**config.mk**
```make
export PLATFORM = sky130hd
export DESIGN_NAME = dpbank_arb
export DESIGN_NICKNAME = d
export VERILOG_FILES = /design/src/rtl/dpbank_arb_pkg.sv /design/src/rtl/dpbank_arb_decode.sv /design/src/rtl/dpbank_arb_resolve.sv /design/src/rtl/dpbank_arb_route.sv /design/src/rtl/dpbank_arb.sv
export SDC_FILE = /design/constraint.sdc
export NUM_CORES = 1
export LEC_CHECK = 0
export ABC_AREA = 1
export ABC_CLOCK_PERIOD_IN_PS = 1340
export BUFFER_PORTS_ARGS = -buffer_cell sky130_fd_sc_hd__buf_2
export CORE_ASPECT_RATIO = 0.9
export CORE_MARGIN = 5
export CORE_UTILIZATION = 27
export CTS_CLUSTER_SIZE = 30
export DETAILED_ROUTE_END_ITERATION = 10
export PLACE_DENSITY = 0.6
export SETUP_SLACK_MARGIN = 0.4
export SLEW_MARGIN = 15
export SYNTH_ARGS = -nofsm -noshare
export SYNTH_HDL_FRONTEND = slang
export SYNTH_HIERARCHICAL = 1
export SYNTH_SLANG_ARGS = --single-unit
export TNS_END_PERCENT = 1
```
**constraint.sdc**
```tcl
create_clock -name clk -period 1.34 [get_ports clk]
set_clock_uncertainty 0.2 [all_clocks]
set_input_delay 0 -clock clk [delete_from_list [all_inputs] [get_ports clk]]
set_output_delay 0 -clock clk [all_outputs]
set_load 0.02 [all_outputs]
```
**src/rtl/dpbank_arb_pkg.sv**
```systemverilog
package dpbank_arb_pkg;
  localparam int ADDR_W     = 32;
  localparam int NBANK      = 8;
  localparam int BANK_BITS  = 32;
  localparam int BANK_BYTES = BANK_BITS / 8;
  localparam int OFS_W      = $clog2(BANK_BYTES);
  localparam int IDX_W      = $clog2(NBANK);

  typedef logic [NBANK-1:0]  bmask_t;
  typedef logic [ADDR_W-1:0] addr_t;

  typedef enum logic { SRC_U = 1'b0, SRC_V = 1'b1 } src_e;

  typedef struct packed {
    logic   ok;
    logic   err;
    bmask_t mask;
  } ref_t;

  function automatic logic [IDX_W-1:0] bank_index(addr_t a);
    return a[OFS_W +: IDX_W];
  endfunction

  function automatic logic wide_misaligned(addr_t a, logic wide);
    return wide && a[OFS_W];
  endfunction

  function automatic bmask_t bank_need(addr_t a, logic wide);
    bmask_t           m;
    logic [IDX_W-1:0] idx;
    m   = '0;
    idx = bank_index(a);
    if (wide) begin
      m[{idx[IDX_W-1:1], 1'b0}] = 1'b1;
      m[{idx[IDX_W-1:1], 1'b1}] = 1'b1;
    end else begin
      m[idx] = 1'b1;
    end
    return m;
  endfunction
endpackage

```
**src/rtl/dpbank_arb_decode.sv**
```systemverilog
module dpbank_arb_decode
  import dpbank_arb_pkg::*;
(
  input  logic  req,
  input  logic  wide,
  input  addr_t addr,
  output ref_t  rf
);
  logic bad;
  assign bad     = wide_misaligned(addr, wide);
  assign rf.ok   = req && !bad;
  assign rf.err  = req && bad;
  assign rf.mask = rf.ok ? bank_need(addr, wide) : '0;

  always_comb begin
    if (rf.ok && wide)
      p_wide_pair_r5: assert ($countones(rf.mask) == 2);
    if (rf.ok && !wide)
      p_narrow_one_r1: assert ($countones(rf.mask) == 1);
    if (!rf.ok)
      p_idle_none_r11: assert (rf.mask == '0);
  end
endmodule

```
**src/rtl/dpbank_arb_resolve.sv**
```systemverilog
module dpbank_arb_resolve
  import dpbank_arb_pkg::*;
(
  input  ref_t u_ref,
  input  ref_t v_ref,
  input  logic v_prio,
  output logic u_go,
  output logic v_go,
  output logic v_block,
  output logic overlap
);
  assign overlap = |(u_ref.mask & v_ref.mask);

  always_comb begin
    u_go    = 1'b0;
    v_go    = 1'b0;
    v_block = 1'b0;
    if (v_prio) begin
      v_go = v_ref.ok;
      u_go = u_ref.ok && !(v_ref.ok && overlap);
    end else begin
      u_go    = u_ref.ok;
      v_go    = v_ref.ok && !(u_ref.ok && overlap);
      v_block = v_ref.ok && u_ref.ok && overlap;
    end
  end

  always_comb begin
    p_no_double_r2: assert (!(u_go && v_go && overlap));
    if (v_block)
      p_block_u_wins_r3: assert (u_go && !v_go);
  end
endmodule

```
**src/rtl/dpbank_arb_route.sv**
```systemverilog
module dpbank_arb_route
  import dpbank_arb_pkg::*;
(
  input  logic   clk,
  input  logic   rst_n,
  input  bmask_t u_mask,
  input  bmask_t v_mask,
  input  logic   u_go,
  input  logic   v_go,
  input  logic   v_block,
  input  logic   u_bad,
  input  logic   v_bad,
  output bmask_t bank_en,
  output bmask_t bank_sel,
  output logic   u_grant,
  output logic   v_grant,
  output logic   v_stall,
  output logic   u_err,
  output logic   v_err
);
  bmask_t en_d, sel_d;

  for (genvar b = 0; b < NBANK; b++) begin : g_bank
    logic u_hit, v_hit;
    assign u_hit    = u_go && u_mask[b];
    assign v_hit    = v_go && v_mask[b];
    assign en_d[b]  = u_hit || v_hit;
    assign sel_d[b] = v_hit ? SRC_V : SRC_U;

    always_ff @(posedge clk) begin
      if (!rst_n) begin
        bank_en[b]  <= 1'b0;
        bank_sel[b] <= 1'b0;
      end else begin
        bank_en[b]  <= en_d[b];
        bank_sel[b] <= sel_d[b];
      end
    end
  end

  always_ff @(posedge clk) begin
    if (!rst_n) begin
      u_grant <= 1'b0;
      v_grant <= 1'b0;
      v_stall <= 1'b0;
      u_err   <= 1'b0;
      v_err   <= 1'b0;
    end else begin
      u_grant <= u_go;
      v_grant <= v_go;
      v_stall <= v_block;
      u_err   <= u_bad;
      v_err   <= v_bad;
    end
  end

  p_sel_gated_r10: assert property (@(posedge clk) disable iff (!rst_n)
    (bank_sel & ~bank_en) == '0);
  p_grant_has_bank_r10: assert property (@(posedge clk) disable iff (!rst_n)
    (u_grant || v_grant) |-> (bank_en != '0));
endmodule

```
**src/rtl/dpbank_arb.sv**
```systemverilog
module dpbank_arb
  import dpbank_arb_pkg::*;
(
  input  logic              clk,
  input  logic              rst_n,
  input  logic              u_req,
  input  logic              u_wide,
  input  logic [ADDR_W-1:0] u_addr,
  input  logic              v_req,
  input  logic              v_wide,
  input  logic [ADDR_W-1:0] v_addr,
  output logic [NBANK-1:0]  bank_en,
  output logic [NBANK-1:0]  bank_sel,
  output logic              u_grant,
  output logic              v_grant,
  output logic              v_stall,
  output logic              u_err,
  output logic              v_err
);
  ref_t u_ref, v_ref;
  logic u_go, v_go, v_block, overlap;
  logic v_prio_q;

  dpbank_arb_decode i_dec_u (.req(u_req), .wide(u_wide), .addr(u_addr), .rf(u_ref));
  dpbank_arb_decode i_dec_v (.req(v_req), .wide(v_wide), .addr(v_addr), .rf(v_ref));

  dpbank_arb_resolve i_resolve (
    .u_ref(u_ref), .v_ref(v_ref), .v_prio(v_prio_q),
    .u_go(u_go), .v_go(v_go), .v_block(v_block), .overlap(overlap)
  );

  always_ff @(posedge clk) begin
    if (!rst_n) v_prio_q <= 1'b0;
    else        v_prio_q <= v_block;
  end

  dpbank_arb_route i_route (
    .clk(clk), .rst_n(rst_n),
    .u_mask(u_ref.mask), .v_mask(v_ref.mask),
    .u_go(u_go), .v_go(v_go), .v_block(v_block),
    .u_bad(u_ref.err), .v_bad(v_ref.err),
    .bank_en(bank_en), .bank_sel(bank_sel),
    .u_grant(u_grant), .v_grant(v_grant), .v_stall(v_stall),
    .u_err(u_err), .v_err(v_err)
  );

  p_stall_once_r7: assert property (@(posedge clk) disable iff (!rst_n)
    v_stall |=> !v_stall);
  p_stall_shape_r3: assert property (@(posedge clk) disable iff (!rst_n)
    v_stall |-> (u_grant && !v_grant));
  p_held_granted_r7: assert property (@(posedge clk) disable iff (!rst_n)
    (v_prio_q && v_ref.ok) |=> v_grant);
  p_only_v_r8: assert property (@(posedge clk) disable iff (!rst_n)
    (v_ref.ok && !u_req) |=> (v_grant && !v_stall));
  p_err_blocks_r6: assert property (@(posedge clk) disable iff (!rst_n)
    !(u_err && u_grant) && !(v_err && v_grant));
endmodule

```
==> flow_summary.json <==
{
  "drv_slew": 0,
  "dp.cells": 247,
  "gp_routability_congestion": 0.817,
  "seq_area_frac_synth": 0.451,
  "drtIter0Drc": 39,
  "clock_sinks": 22,
  "h-tree-depth": 1,
  "outcome": "complete, but fails checks",
  "worstPathArrival_ns": 1.25,
  "cp-end-kind": "flop",
  "fmax_mhz": 812,
  "drive_gt1_frac": 0.561,
  "crit_path_cell_trace": "buf_2 -> inv_2 -> nand2_4 -> nand2_2 -> nor2_2 -> nand2_1 -> nand2_1 -> nor2_2 -> nand2_4 -> a21oi_4 -> nand3_2 -> nand2_1",
  "initial_core_util": 0.285,
  "stdcell_count": 258,
  "path_delay_family": "simple AND/OR/NAND/NOR gates",
  "cpPeakStageDelay_ns": 0.27,
  "crit_path_start_kind": "input pin",
  "min_period_ns": 1.23,
  "cts_root_buffer": "clkbuf_8",
  "holdCritPathClass": "input pin to flop",
  "synth_top_area_cell": "dfxtp_1",
  "cp_common_cell": "nand2_1",
  "max-cap-violations": 0,
  "wire_per_inst_um": 11.7,
  "port_buffers": 32,
  "die-area_sq_um": 4920,
  "nFillCells": 326,
  "cts_made_buffers": 3,
  "syn_inst": 150,
  "syn2layout_area_growth_pct": 86.9,
  "violations": "hold timing",
  "nNetsFinal": 285,
  "crit_buf_inv": 2,
  "clk_path_buf_depth": 2,
  "wl_um": 3020,
  "relSlewSlack": 0.677,
  "antenna_found_initial": 0,
  "vias": 1106,
  "chipWidth_um": 73.4,
  "wl_met1_um": 1280,
  "vdd_ir_drop_max_uv": 551,
  "grt_remaining_overflow": 0,
  "postCtsHoldBufs": 2,
  "synth.avg_cell_area_sq_um": 6.51,
  "period_share": 0.919,
  "required_ns": 1.35,
  "synthTopCellsByArea": "dfxtp_1 (45%), nand2_1 (18%), inv_1 (12%)",
  "final_antenna_net_count": 0,
  "slowest_stage": "a21oi_4",
  "antennaDiodeCount": 0,
  "drtPass1Iterations": 4,
  "core_region_area_sq_um": 3430,
  "synth.distinct_cells": 11,
  "drcViolationCount": 0,
  "place_area_sq_um": 1400,
  "finalInstanceArea_sq_um": 1820,
  "rsz0062_at_grt": "true",
  "cts_tree": "yes",
  "finalSetupViolCount": 0,
  "postSynthRegisterBits": 22,
  "row_count": 20,
  "p_leak_nw": 1.05,
  "holdWs_ns": -0.0589,
  "synth_top_area_frac": 0.451,
  "path_clk_slew_ns": 0.08,
  "top_layer_used": "met3",
  "die_y_um": 67.0,
  "worstMarginPinSlew_ns": 0.484,
  "viasPerCell": 4.29,
  "critical_path.max_fanout": 5,
  "clk_latency_ns": 0.27,
  "grt_max_degree": 23,
  "grt_usage": 0.115,
  "p_per_area_nw_per_um2": 876,
  "grt_pass1_wl_um": 4370,
  "synth_nets": 220,
  "crit_type": "input pin to flop",
  "ys_warn_count": 6,
  "hold_viol": 8,
  "ios": 91,
  "wl_met3_um": 214,
  "grt_pass1_vias": 941,
  "fin_util": 0.532,
  "wl_met2_um": 1530,
  "syn_area_sq_um": 976,
  "hpwl_um": 1860
}
Yosys cell counts:
master and n:
buf_2 2, inv_1 31, a21oi_2 2, nand3_1 16, nand2_1 46, nor2_1 20
nand2_2 1, nor3_1 6, nor2_2 2, buf_4 2, dfxtp_1 22
through the flow:
step	power, mW	TNS [ns]	setup slack (ns)	hold WS, ns
after floorplan	0.792	0	0.197	-0.102
after global placement	0.879	-3.83	-0.255	0.135
after detailed placement	0.879	-3.84	-0.242	0.137
after CTS	1.55	0	0.182	-0.0790
after global routing	1.69	0	0.0469	-0.0397
final	1.60	0	0.109	-0.0589
registers in the layout (all words and copies together), names as in the netlist:
signal,flops
i_route/bank_en,8
i_route/bank_sel,8
i_route/u_err,1
i_route/u_grant,1
i_route/v_err,1
i_route/v_grant,1
i_route/v_stall,1
v_prio_q,1
kinds of logic after synthesis:
| logic type | synth area share |
|---|---|
| and+or+nand+nor | 0.386 |
| buffers and inverters | 0.145 |
| DFF | 0.451 |
| AOI/OAI and AO/OA | 0.0180 |
layout by cell type (no fill, tap or decap), types with 6 or more instances in the layout:
cell | Yosys | layout
buf_4 | 2 | 28
dfxtp_1 | 22 | 21
nand2_4 | 0 | 12
nor2_1 | 20 | 10
nand3_1 | 16 | 8
buf_2 | 2 | 25
nor2_2 | 2 | 9
buf_6 | 0 | 6
nand3_2 | 0 | 8
nand2_1 | 46 | 30
inv_1 | 31 | 23
where the power goes:
group	internal, mW	switching (mW)	total (mW)
clock	0.399	0.219	0.618
sequential	0.665	0.00212	0.667
combinational	0.128	0.185	0.313
cell type report:
cell class | count | area [sq um] | area share
Sequential cell | 22 | 442 | 0.242
Inverter | 31 | 134 | 0.0734
Clock buffer | 3 | 41.3 | 0.0226
Tap cell | 44 | 55.1 | 0.0302
Timing Repair Buffer | 62 | 438 | 0.240
Clock inverter | 1 | 30.0 | 0.0165
Multi-Input combinational cell | 95 | 684 | 0.375
per-layer routing:
| layer | vias up | track usage |
|---|---|---|
| met2 | 39 | 0.171 |
| met3 | 0 | 0.0362 |
| li1 | 575 | - |
| met5 | - | 0 |
| met1 | 492 | 0.158 |
| met4 | 0 | 0.0317 |
timing repair:
action | 4_1_cts | 5_1_grt
hold endpoints to repair | 17 | 7
gates resized for setup | 17 | 63
cloned | 2 | 0
setup buffers | 0 | 3
endpoints found under the setup margin | 30 | 43
pin swaps | 5 | 27
worst reg2reg max path, cell delays in order, from the launching register on:
cell and delay, ns:
dfxtp_2 0.37, nor2_4 0.07, a21oi_4 0.28, nand3_2 0.13, nand2_1 0.09
final timing paths:
| check | from | endpoint | slack [ns] | cells after the start |
|---|---|---|---|---|
| setup / recovery | u_wide | i_route/bank_en[4] | 0.11 | 12 |
| setup reg to reg | v_prio_q | i_route/bank_en[4] | 0.15 | 4 |
| hold / removal | v_wide | i_route/v_err | -0.06 | 6 |
| hold reg to reg | v_prio_q | v_prio_q | 0.47 | 5 |
(Power assumes the default switching activity.)
